--- src/rtl/tick_timer_pkg.sv ---
package tick_timer_pkg;
  localparam int unsigned CNT_W_DEF = 16;
  localparam int unsigned BUS_W_DEF = 8;

  typedef enum logic {
    SEL_UPPER = 1'b0,
    SEL_LOWER = 1'b1
  } byte_sel_e;
endpackage

--- src/rtl/tick_timer_count.sv ---
module tick_timer_count #(
  parameter int unsigned CNT_W = 16
) (
  input  logic             clk,
  input  logic             rst,
  input  logic             tick,
  output logic [CNT_W-1:0] count
);
  localparam logic [CNT_W-1:0] ONE = {{(CNT_W-1){1'b0}}, 1'b1};

  logic [CNT_W-1:0] count_q;

  always_ff @(posedge clk) begin
    if (rst) begin
      count_q <= '0;
    end else if (tick) begin
      count_q <= count_q + ONE;
    end
  end

  assign count = count_q;
endmodule

--- src/rtl/tick_timer_rdport.sv ---
module tick_timer_rdport
  import tick_timer_pkg::*;
#(
  parameter int unsigned CNT_W = 16,
  parameter int unsigned BUS_W = 8
) (
  input  logic             clk,
  input  logic             rst,
  input  logic [CNT_W-1:0] count,
  input  logic             rd_en,
  input  logic             rd_sel,
  output logic [BUS_W-1:0] rd_data
);
  localparam int unsigned LO_MSB = BUS_W - 1;
  localparam int unsigned HI_LSB = CNT_W - BUS_W;

  logic [BUS_W-1:0] hold_q;
  logic             hold_vld_q;
  logic [BUS_W-1:0] data_q;
  logic             upper_rd;
  logic             lower_rd;

  assign upper_rd = rd_en && (byte_sel_e'(rd_sel) == SEL_UPPER);
  assign lower_rd = rd_en && (byte_sel_e'(rd_sel) == SEL_LOWER);

  always_ff @(posedge clk) begin
    if (rst) begin
      hold_q     <= '0;
      hold_vld_q <= 1'b0;
      data_q     <= '0;
    end else begin
      hold_vld_q <= upper_rd;
      if (upper_rd) begin
        data_q <= count[CNT_W-1:HI_LSB];
        hold_q <= count[LO_MSB:0];
      end else if (lower_rd) begin
        data_q <= hold_vld_q ? hold_q : count[LO_MSB:0];
      end
    end
  end

  assign rd_data = data_q;
endmodule

--- src/rtl/tick_timer16.sv ---
module tick_timer16
  import tick_timer_pkg::*;
#(
  parameter int unsigned CNT_W = CNT_W_DEF,
  parameter int unsigned BUS_W = BUS_W_DEF
) (
  input  logic             clk,
  input  logic             rst,
  input  logic             tick_i,
  input  logic             rd_en_i,
  input  logic             rd_sel_i,
  output logic [BUS_W-1:0] rd_data_o,
  output logic [CNT_W-1:0] count_o
);
  logic [CNT_W-1:0] count;

  tick_timer_count #(.CNT_W(CNT_W)) u_count (
    .clk   (clk),
    .rst   (rst),
    .tick  (tick_i),
    .count (count)
  );

  tick_timer_rdport #(.CNT_W(CNT_W), .BUS_W(BUS_W)) u_rdport (
    .clk     (clk),
    .rst     (rst),
    .count   (count),
    .rd_en   (rd_en_i),
    .rd_sel  (rd_sel_i),
    .rd_data (rd_data_o)
  );

  assign count_o = count;
endmodule

--- config.mk ---
export PLATFORM = sky130hd
export DESIGN_NAME = tick_timer16
export DESIGN_NICKNAME = d
export VERILOG_FILES = /design/src/rtl/tick_timer_pkg.sv /design/src/rtl/tick_timer_count.sv /design/src/rtl/tick_timer_rdport.sv /design/src/rtl/tick_timer16.sv
export SDC_FILE = /design/constraint.sdc
export NUM_CORES = 1
export LEC_CHECK = 0
export ABC_CLOCK_PERIOD_IN_PS = 2800
export BUFFER_PORTS_ARGS = -buffer_cell sky130_fd_sc_hd__buf_2
export CELL_PAD_IN_SITES_DETAIL_PLACEMENT = 0
export CELL_PAD_IN_SITES_GLOBAL_PLACEMENT = 1
export CORE_MARGIN = 1
export CORE_UTILIZATION = 43
export CTS_CLUSTER_DIAMETER = 200
export CTS_CLUSTER_SIZE = 28
export DETAILED_ROUTE_END_ITERATION = 10
export PLACE_DENSITY = 0.86
export RECOVER_POWER = 25
export SYNTH_ARGS = -nofsm -noshare
export SYNTH_HDL_FRONTEND = slang
export SYNTH_SLANG_ARGS = --single-unit
export TNS_END_PERCENT = 20
--- constraint.sdc ---
create_clock -name clk -period 2.8 [get_ports clk]
set_input_delay 0.28 -clock clk [delete_from_list [all_inputs] [get_ports clk]]
set_output_delay 0.28 -clock clk [all_outputs]
set_load 0.01 [all_outputs]
[Word-level counts from Yosys, hierarchy flattened]
Cells that the tools add are included.
W data, S select, Z words.
Operators by class
  bitwise gates (word level): 1
  add/subtract/negate cells: 1
  mux-type cells: 3
  reduce and logical (&&, ||, !) cells: 3
Operators with widths (number)
  $mux W8: 3
  $add A16 B1 Y16 const B: 1
  $logic_and A1 B1 Y1: 2
  $reduce_bool A2 Y1: 1
  $not A1 Y1: 1
Word-level totals
  logic and storage cells: 12
  output and inout port bits: 24
  register bits: 33

[Logic depth before layout (Yosys ltp)]
Gate-level depths: netlist of run 1.
  depth in word-level cells: 3
  gate-level depth with buffers: 6
  depth with buffers taken out: 5

[Cells and area by module]
A second synthesis of run 1 with hierarchy kept.
Second synthesis, totals
  cell total of the unflattened synthesis: 168
  area total of the unflattened synthesis: 1516.5 um^2
Modules (own cells, without submodules)
  tick_timer_rdport: seq. area each 340.3 um^2, instances 1, area each 759.5 um^2, cells each 85
  tick_timer_count: seq. area each 320.3 um^2, instances 1, area each 757.0 um^2, cells each 83

[Least setup slack after synthesis of run 1]
Ideal clock, no wire load.
  kind: reg2reg
  start point: register u_count.count_q[0], in the netlist u_count.count[0]
  end point: register u_count.count_q[12], in the netlist u_count.count[12]
  arrival: 1.557 ns
  stages on the path, launching flop included: 6
  library setup time: 0.128 ns
  path slack: 1.115 ns
  data required time: 2.672 ns
  period minus slack after synthesis: 1.685 ns
  path buffers: 0
  cell sequence: dfxtp_1 > ha_1 > inv_1 > or4_4 > xnor2_1 > nor2b_1
Between the ends
  longest elaborated chain between the ends: 1
RTL lines
  start: declaration: RTL line tick_timer_count.sv:11  | logic [CNT_W-1:0] count_q;
  start signal: assignment: RTL line tick_timer_count.sv:17  | count_q <= count_q + ONE;
  $add A16 B1 Y16: RTL line tick_timer_count.sv:17
No other way between the ends.
A chain may end at the register's enable or synchronous reset.

[Worst setup path after layout of run 1]
  start point: register u_count.count_q[1], in the netlist u_count.count[1]
  end point: register u_count.count_q[12], in the netlist u_count.count[12]
Same word-level chain as after synthesis.

==> qor.csv, run 1 <==
metric,value,unit
vias per inst,5.09,
vias in the first global route,1057,
synth top area cells,"dfxtp_1 (44%), mux2i_1 (11%), nor2_1 (8.0%), a21oi_1 (6.0%), nand2_1 (5.3%)",
largest net degree at the start of global routing,38,
YS warnings,0,
Post-CTS Hold Fix Bufs,0,
CP cell instances,ha_1 > inv_1 > or4_4 > xnor2_1 > nor2b_1,
share of layout cells above drive strength 1,17.4,%
Placement Rows,21,
final hold violation count,0,
Yosys top cell by area,dfxtp_1,
later-pin clock latency in the skew report,360,ps
Tcrit/Tclk final,63.5,%
Overflow after GRT,0,
start of the worst register-to-register path,u_count.count[1],
worst hold start,rd_en_i,
Resize count post-CTS,0,
Clock Skew,12.4,ps
DRT iter0 DRCs,48,
arrival time worst endpoint,2000,ps
Antenna Violating Nets Remaining,0,
"Net Count, Synth",182,
Post-CTS Setup Repair Bufs,0,
PortBufs,28,
Clock transition at path regs,120,ps
Synth Instances,176,
RSZ-0062 raised after global routing,no,
die area,3730,sq um
leak pwr,0.000691,uW
gr usage total,19.0,%
H-tree depth,2,
cell area power density,488,nW/um^2
"Slowest-stage cell, CP",or4_4,
Netlist Area Pre-Place,1500,sq um
VDD IR max,0.250,mV
"CP delay by family, top",simple AND/OR/NAND/NOR gates,
gpl congestion,0.800,
Die Height,61.1,um
Most used DFF post-synth,dfxtp_1,
Critical Path Source,u_count.count[1],
clock buffer depth,2,
Slew HR,56.7,%
Setup TNS,0,ps
max frequency,562,MHz
"Seq/Total Area, Yosys",44.0,%
post-synth top area share,44.0,%
CP max FO,7,
worst path required time,3020,ps
DP HPWL,2250,um
total clock sinks,33,
Avg Inst Size Synth,8.52,sq um
CTS tree,yes,
CP Launch Type,flop,
Routed WL,3210,um
DRC Markers,0,
minimum clock period,1780,ps
Pins Over Slew Limit,0,
fraction of registers with async set or reset after synthesis,0,%
clock root cell,clkbuf_4,
Worst Tran Pin Value,649,ps
Ports,29,
Hold WS,347,ps
Starting Density,45.0,%
width of the die,61.1,um
first-pass GRT wire length,5010,um
TritonCTS Buffers,5,
fillcell total,346,
area delta synth->final,13.8,%
status,"complete, no violations",
Post-synth EDFFs,0,
Synth cell types,27,
biggest cell delay along the critical path,530,ps
Core ar.,3340,sq um
Diodes inserted,0,
nets@finish,206,
Worst Path Buf+Inv,1,
initial antenna violation count,0,
vias,1258,
setup ws final,1020,ps
routed len/inst,13.0,um
Worst Hold Class,primary input to flop,
critical path class,flop to flop,
post-layout util,51.1,%
register bit count reported by yosys,33,
synth cell count leaders,"dfxtp_1 (33), nor2_1 (32), nand2_1 (21), a21oi_1 (18), mux2i_1 (17)",
drt pass-1 iters,4,
Setup-failing EPs final,0,
"worst slack, placed",1020,ps
max cap viols,0,
crit path capture type,flop,
top-count cell post-synth,dfxtp_1,
[path summary, 6_finish.rpt]
path	endpoint	slack, ps	cells after the start
min	u_rdport.rd_data[0]	350	3
min reg2reg	u_rdport.hold_q[2]	470	2
max	u_count.count[12]	1020	5
max reg2reg	u_count.count[12]	1020	5
[report_power, final]
| part | internal, uW | total [uW] | switching [uW] | leakage (uW) |
|---|---|---|---|---|
| clock network | 96.9 | 278 | 182 | 0.0000234 |
| logic | 24.4 | 64.7 | 40.3 | 0.000400 |
| registers | 479 | 490 | 11.0 | 0.000267 |
| total | 600 | 833 | 233 | 0.000691 |
[kinds of logic after synthesis]
group | Yosys count | synth area share, %
and+or+nand+nor | 80 | 25.5
DFF | 33 | 44.0
AOI/OAI and AO/OA | 20 | 6.92
muxes | 20 | 13.6
buffers and inverters | 12 | 3.25
xor gates and xnor gates | 10 | 5.84
adders and majority gates | 1 | 0.834
[state kept, by name, indices dropped and copies added (netlist names)]
name / cells
u_rdport.hold_vld_q: 1
u_rdport.rd_data: 8
u_rdport.hold_q: 8
u_count.count: 16
[metal layers]
metal / share of wire [%] / up-vias / wire (um) / GRT usage [%]
li1: - / 641 / - / -
met1: 49 / 590 / 1560 / 24.3
met2: 46 / 20 / 1470 / 28.7
met3: 3.2 / 7 / 102 / 4.83
met4: 2.3 / 0 / 74 / 11.7
met5: 0 / - / 0 / 0
[through the flow]
| step | total power (uW) | cells | area (sq um) |
|---|---|---|---|
| after floorplan | 548 | 176 | 1500 |
| after global placement | 563 | 239 | 1650 |
| after detailed placement | 566 | 239 | 1650 |
| after CTS | 842 | 247 | 1710 |
| after global routing | 871 | 247 | 1710 |
| final | 833 | 247 | 1710 |
[tightest hold or removal path, stage by stage]
cell     delay (ps)
buf_2           180
mux2i_1         140
nor2_1           70
[cell type report]
cell class	count	area (sq um)	area share [%]
Multi-Input combinational cell	131	791	46.3
Sequential cell	33	661	38.7
Timing Repair Buffer	28	134	7.84
Tap cell	46	57.6	3.37
Clock buffer	5	37.5	2.20
Clock inverter	3	22.5	1.32
Inverter	1	3.75	0.220
[placed cells by master, fill, tap and decap left out, types with 4 or more instances in the layout]
cell type / Yosys / routed
nand4_1: 5 / 5
clkbuf_1: 7 / 5
mux2i_1: 17 / 17
clkbuf_4: 0 / 5
nand2_1: 21 / 21
xor2_1: 6 / 6
buf_2: 3 / 23
nor2b_1: 5 / 5
nor2_1: 32 / 32
a21oi_1: 18 / 18
xnor2_1: 4 / 4
dfxtp_1: 33 / 33
nand3_1: 5 / 5
No activity file was read; power rests on OpenSTA's default activity.
==> inputs of run 2 (changes only) <==
--- a/config.mk
+++ b/config.mk
@@ -5,16 +5,16 @@
 export SDC_FILE = /design/constraint.sdc
 export NUM_CORES = 1
 export LEC_CHECK = 0
-export ABC_CLOCK_PERIOD_IN_PS = 2800
+export ABC_CLOCK_PERIOD_IN_PS = 1850
 export BUFFER_PORTS_ARGS = -buffer_cell sky130_fd_sc_hd__buf_2
 export CELL_PAD_IN_SITES_DETAIL_PLACEMENT = 0
 export CELL_PAD_IN_SITES_GLOBAL_PLACEMENT = 1
 export CORE_MARGIN = 1
-export CORE_UTILIZATION = 43
+export CORE_UTILIZATION = 40
 export CTS_CLUSTER_DIAMETER = 200
 export CTS_CLUSTER_SIZE = 28
 export DETAILED_ROUTE_END_ITERATION = 10
-export PLACE_DENSITY = 0.86
+export PLACE_DENSITY = 0.81
 export RECOVER_POWER = 25
 export SYNTH_ARGS = -nofsm -noshare
 export SYNTH_HDL_FRONTEND = slang
==> constraint.sdc (replaced) <==
create_clock -name clk -period 1.85 [get_ports clk]
set_input_delay 0.185 -clock clk [delete_from_list [all_inputs] [get_ports clk]]
set_output_delay 0.185 -clock clk [all_outputs]
set_load 0.01 [all_outputs]
==> qor.csv, run 2 (synthesis gave the netlist of run 1 again) <==
metric,value,unit
Clock transition at path regs,60,ps
Placement Rows,21,
Diodes inserted,0,
gpl congestion,0.838,
RSZ-0062 raised after global routing,no,
CP Launch Type,flop,
CP cell instances,ha_1 > inv_1 > or4_4 > xnor2_1 > nor2b_1,
"Slowest-stage cell, CP",or4_4,
VDD IR max,0.495,mV
Antenna Violating Nets Remaining,0,
Routed WL,3310,um
worst path required time,2020,ps
Tcrit/Tclk final,84.4,%
TritonCTS Buffers,5,
Post-CTS Setup Repair Bufs,0,
vias in the first global route,1227,
gr usage total,18.3,%
cell area power density,759,nW/um^2
Ports,29,
clock buffer depth,2,
share of layout cells above drive strength 1,15.8,%
Setup TNS,0,ps
Resize count post-CTS,0,
most frequent cells in the layout,"dfxtp_1 (33), nor2_1 (32), nand2_1 (21), a21oi_1 (18)",
Pins Over Slew Limit,0,
Multi-input gate area,791,sq um
die area,4000,sq um
Setup-failing EPs final,0,
Starting Density,43.3,%
vias per inst,5.03,
PortBufs,28,
fillcell total,353,
vias,1283,
max cap viols,0,
arrival time worst endpoint,1730,ps
Overflow after GRT,0,
critical path class,flop to flop,
final hold violation count,0,
clock root cell,clkbuf_8,
later-pin clock latency in the skew report,280,ps
Post-CTS Hold Fix Bufs,0,
biggest cell delay along the critical path,530,ps
nets@finish,214,
max frequency,640,MHz
initial antenna violation count,0,
Clock Skew,4.43,ps
Slew HR,57.8,%
total power,1350,uW
routed len/inst,13.0,um
first-pass GRT wire length,5630,um
DRC Markers,0,
Worst Hold Class,primary input to flop,
Die Height,63.2,um
status,"complete, no violations",
CP max FO,7,
area delta synth->final,18.3,%
drt pass-1 iters,4,
leak pwr,0.000721,uW
CTS tree,yes,
Core ar.,3470,sq um
minimum clock period,1560,ps
total clock sinks,33,
"most common cell after layout, fill and taps aside",dfxtp_1,
DRT iter0 DRCs,67,
H-tree depth,2,
Worst Tran Pin Value,633,ps
largest net degree at the start of global routing,22,
DP HPWL,2450,um
width of the die,63.2,um
Reg area,661,sq um
crit path capture type,flop,
max reg flops,16,
## run 2: path summary, 6_finish.rpt
kind	from	cells after the start	slack [ps]	endpoint
worst min register to register	u_rdport.hold_q[7]	2	460	u_rdport.hold_q[7]
worst min-delay path	rst	2	260	u_rdport.rd_data[5]
worst max-delay path	u_count.count[1]	5	290	u_count.count[12]
worst max register to register	u_count.count[1]	5	290	u_count.count[12]
## run 2: report_power, final
group	total [uW]	internal [uW]	switching, uW
Sequential	738	725	12.1
Clock	505	267	238
Combinational	105	39.2	65.9
## run 2: area by class of cell
class / instances / share of cell area, %
clock buffers: 8 / 4.51
inverters: 1 / 0.211
multi-input cells: 131 / 44.5
flip-flops and latches: 33 / 37.2
well taps: 46 / 3.24
repair buffers: 36 / 10.3
## run 2: critical path, delay by kind of cell (launching register included)
family / cells / cell delay [ps]
AND/OR/NAND/NOR: 2 / 660
flip-flops: 1 / 420
adder cells (fa/ha/maj): 1 / 200
XOR/XNOR: 1 / 130
buffers and inverters: 1 / 50
## run 2: per-stage QoR
| stage | setup slack, ps | hold WS [ps] | utilization, % | instances | instance area, sq um |
|---|---|---|---|---|---|
| CTS | 284 | 249 | 51.7 | 255 | 1790 |
| floorplan | 165 | 436 | - | 176 | 1500 |
| global placement | 325 | 442 | 49.4 | 247 | 1710 |
| global route | 185 | 265 | 51.2 | 255 | 1780 |
| detailed placement | 286 | 451 | 49.4 | 247 | 1710 |
| finish | 289 | 255 | 51.2 | 255 | 1780 |
## run 2: layer usage
metal | up-vias | GRT usage, % | routed length [um]
li1 | 654 | - | -
met1 | 598 | 23.2 | 1580
met2 | 26 | 29.2 | 1570
met3 | 5 | 4.53 | 120
met4 | 0 | 8.52 | 36
met5 | - | 0 | 0
==> inputs of run 3 (changes only) <==
--- a/config.mk
+++ b/config.mk
@@ -5,16 +5,16 @@
 export SDC_FILE = /design/constraint.sdc
 export NUM_CORES = 1
 export LEC_CHECK = 0
-export ABC_CLOCK_PERIOD_IN_PS = 1850
+export ABC_CLOCK_PERIOD_IN_PS = 1300
 export BUFFER_PORTS_ARGS = -buffer_cell sky130_fd_sc_hd__buf_2
 export CELL_PAD_IN_SITES_DETAIL_PLACEMENT = 0
 export CELL_PAD_IN_SITES_GLOBAL_PLACEMENT = 1
 export CORE_MARGIN = 1
-export CORE_UTILIZATION = 40
+export CORE_UTILIZATION = 36
 export CTS_CLUSTER_DIAMETER = 200
 export CTS_CLUSTER_SIZE = 28
 export DETAILED_ROUTE_END_ITERATION = 10
-export PLACE_DENSITY = 0.81
+export PLACE_DENSITY = 0.77
 export RECOVER_POWER = 25
 export SYNTH_ARGS = -nofsm -noshare
 export SYNTH_HDL_FRONTEND = slang
==> constraint.sdc (replaced) <==
create_clock -name clk -period 1.3 [get_ports clk]
set_input_delay 0.13 -clock clk [delete_from_list [all_inputs] [get_ports clk]]
set_output_delay 0.13 -clock clk [all_outputs]
set_load 0.01 [all_outputs]
==> qor.csv, run 3 (synthesis gave the netlist of run 1 again) <==
metric,value,unit
Hold WS,200,ps
DRC Markers,0,
Worst Tran Pin Value,619,ps
Setup-failing EPs final,2,
vias,1353,
reg2reg setup slack,-110,ps
CP Launch Type,flop,
Clock Skew,5.24,ps
TritonCTS Buffers,5,
biggest cell delay along the critical path,340,ps
"CP delay by family, top",simple AND/OR/NAND/NOR gates,
final hold violation count,0,
most frequent cells in the layout,"nor2_1 (31), buf_4 (25), buf_2 (24), nand2_1 (21), dfxtp_1 (21)",
CTS tree,yes,
total clock sinks,33,
PortBufs,28,
max frequency,711,MHz
post-layout util,50.0,%
Psw,480,uW
Reg power frac,53.0,%
Placement Rows,23,
fillcell total,392,
max cap viols,0,
DP HPWL,2800,um
leak pwr,0.000856,uW
routed len/inst,13.2,um
vias in the first global route,1327,
clock buffer depth,2,
width of the die,66.6,um
DRT iter0 DRCs,34,
Worst Path Buf+Inv,1,
die area,4430,sq um
share of layout cells above drive strength 1,35.0,%
"Slowest-stage cell, CP",dfxtp_4,
status,"finished, violations left",
Clock transition at path regs,70,ps
worst path required time,1480,ps
cell area power density,969,nW/um^2
Core ar.,4000,sq um
vias per inst,4.90,
drt pass-1 iters,4,
later-pin clock latency in the skew report,280,ps
first-pass GRT wire length,6020,um
setup ws final,-106,ps
CP max FO,4,
minimum clock period,1410,ps
CP cell instances,nand4_1 > nor4_2 > buf_4 > a21oi_2 > a31o_2,
clock network power share,37.7,%
Die Height,66.6,um
H-tree depth,2,
nets@finish,231,
Starting Density,37.5,%
RSZ-0062 raised after global routing,yes,
Post-CTS Hold Fix Bufs,0,
max reg flops,16,
gpl congestion,0.776,
initial antenna violation count,0,
Routed WL,3640,um
Sw Ratio,24.8,%
VDD IR max,0.502,mV
combinational share of power,9.3,%
Antenna Violating Nets Remaining,0,
"most common cell after layout, fill and taps aside",nor2_1,
crit path capture type,flop,
clock root cell,clkbuf_8,
arrival time worst endpoint,1590,ps
cell-internal power,1460,uW
Placed Area,1890,sq um
largest net degree at the start of global routing,22,
Pins Over Slew Limit,0,
Diodes inserted,0,
Worst Hold Class,primary input to flop,
failing checks,setup timing,
Ports,29,
area delta synth->final,33.4,%
final non-filler cell area,2000,sq um
Setup TNS,-187,ps
critical path class,flop to flop,
Tcrit/Tclk final,108,%
Slew HR,58.7,%
Overflow after GRT,0,
gr usage total,18.7,%
[run 3: final timing paths]
check                                         from                  end  cells after the start
worst max-delay path              u_count.count[6]    u_count.count[13]                      5
worst max register to register    u_count.count[6]    u_count.count[13]                      5
worst min register to register  u_rdport.hold_q[4]   u_rdport.hold_q[4]                      2
worst min-delay path                           rst  u_rdport.rd_data[3]                      2
[run 3: what timing repair did]
action | CTS | global route
pin swaps | 6 | 0
gates cloned | 0 | 0
resized for setup | 5 | 1
endpoints found under the setup margin | 5 | 7
setup buffers | 1 | 0
[run 3: per-stage QoR]
| step | worst slack, ps | power [uW] | instances |
|---|---|---|---|
| CTS | -86.3 | 1960 | 276 |
| detailed placement | -103 | 1230 | 267 |
| global route | -159 | 2040 | 276 |
| global placement | -78.1 | 1220 | 267 |
| finish | -106 | 1940 | 276 |
| floorplan | -86.8 | 1170 | 176 |
[run 3: power groups by stage]
stage	Clock (uW)	Combinational, uW	Sequential, uW
after floorplan	0	103	1060
after global placement	0	174	1050
after detailed placement	0	177	1050
after CTS	750	183	1030
after global routing	805	201	1030
final	732	180	1030
[run 3: layout make-up]
cell class | instances | area (sq um) | area share, %
multi-input cells | 131 | 827 | 41.3
flip-flops and latches | 33 | 703 | 35.1
clock inverters | 2 | 10.0 | 0.500
well taps | 50 | 62.6 | 3.13
repair buffers | 53 | 323 | 16.1
clock buffers | 6 | 72.6 | 3.62
inverters | 1 | 3.75 | 0.188
[run 3: layer usage]
metal | GRT usage [%] | part of all wire [%]
met1 | 20.8 | 45
met2 | 33.0 | 51
met3 | 3.60 | 2.5
met4 | 10.4 | 2.1
met5 | 0 | 0
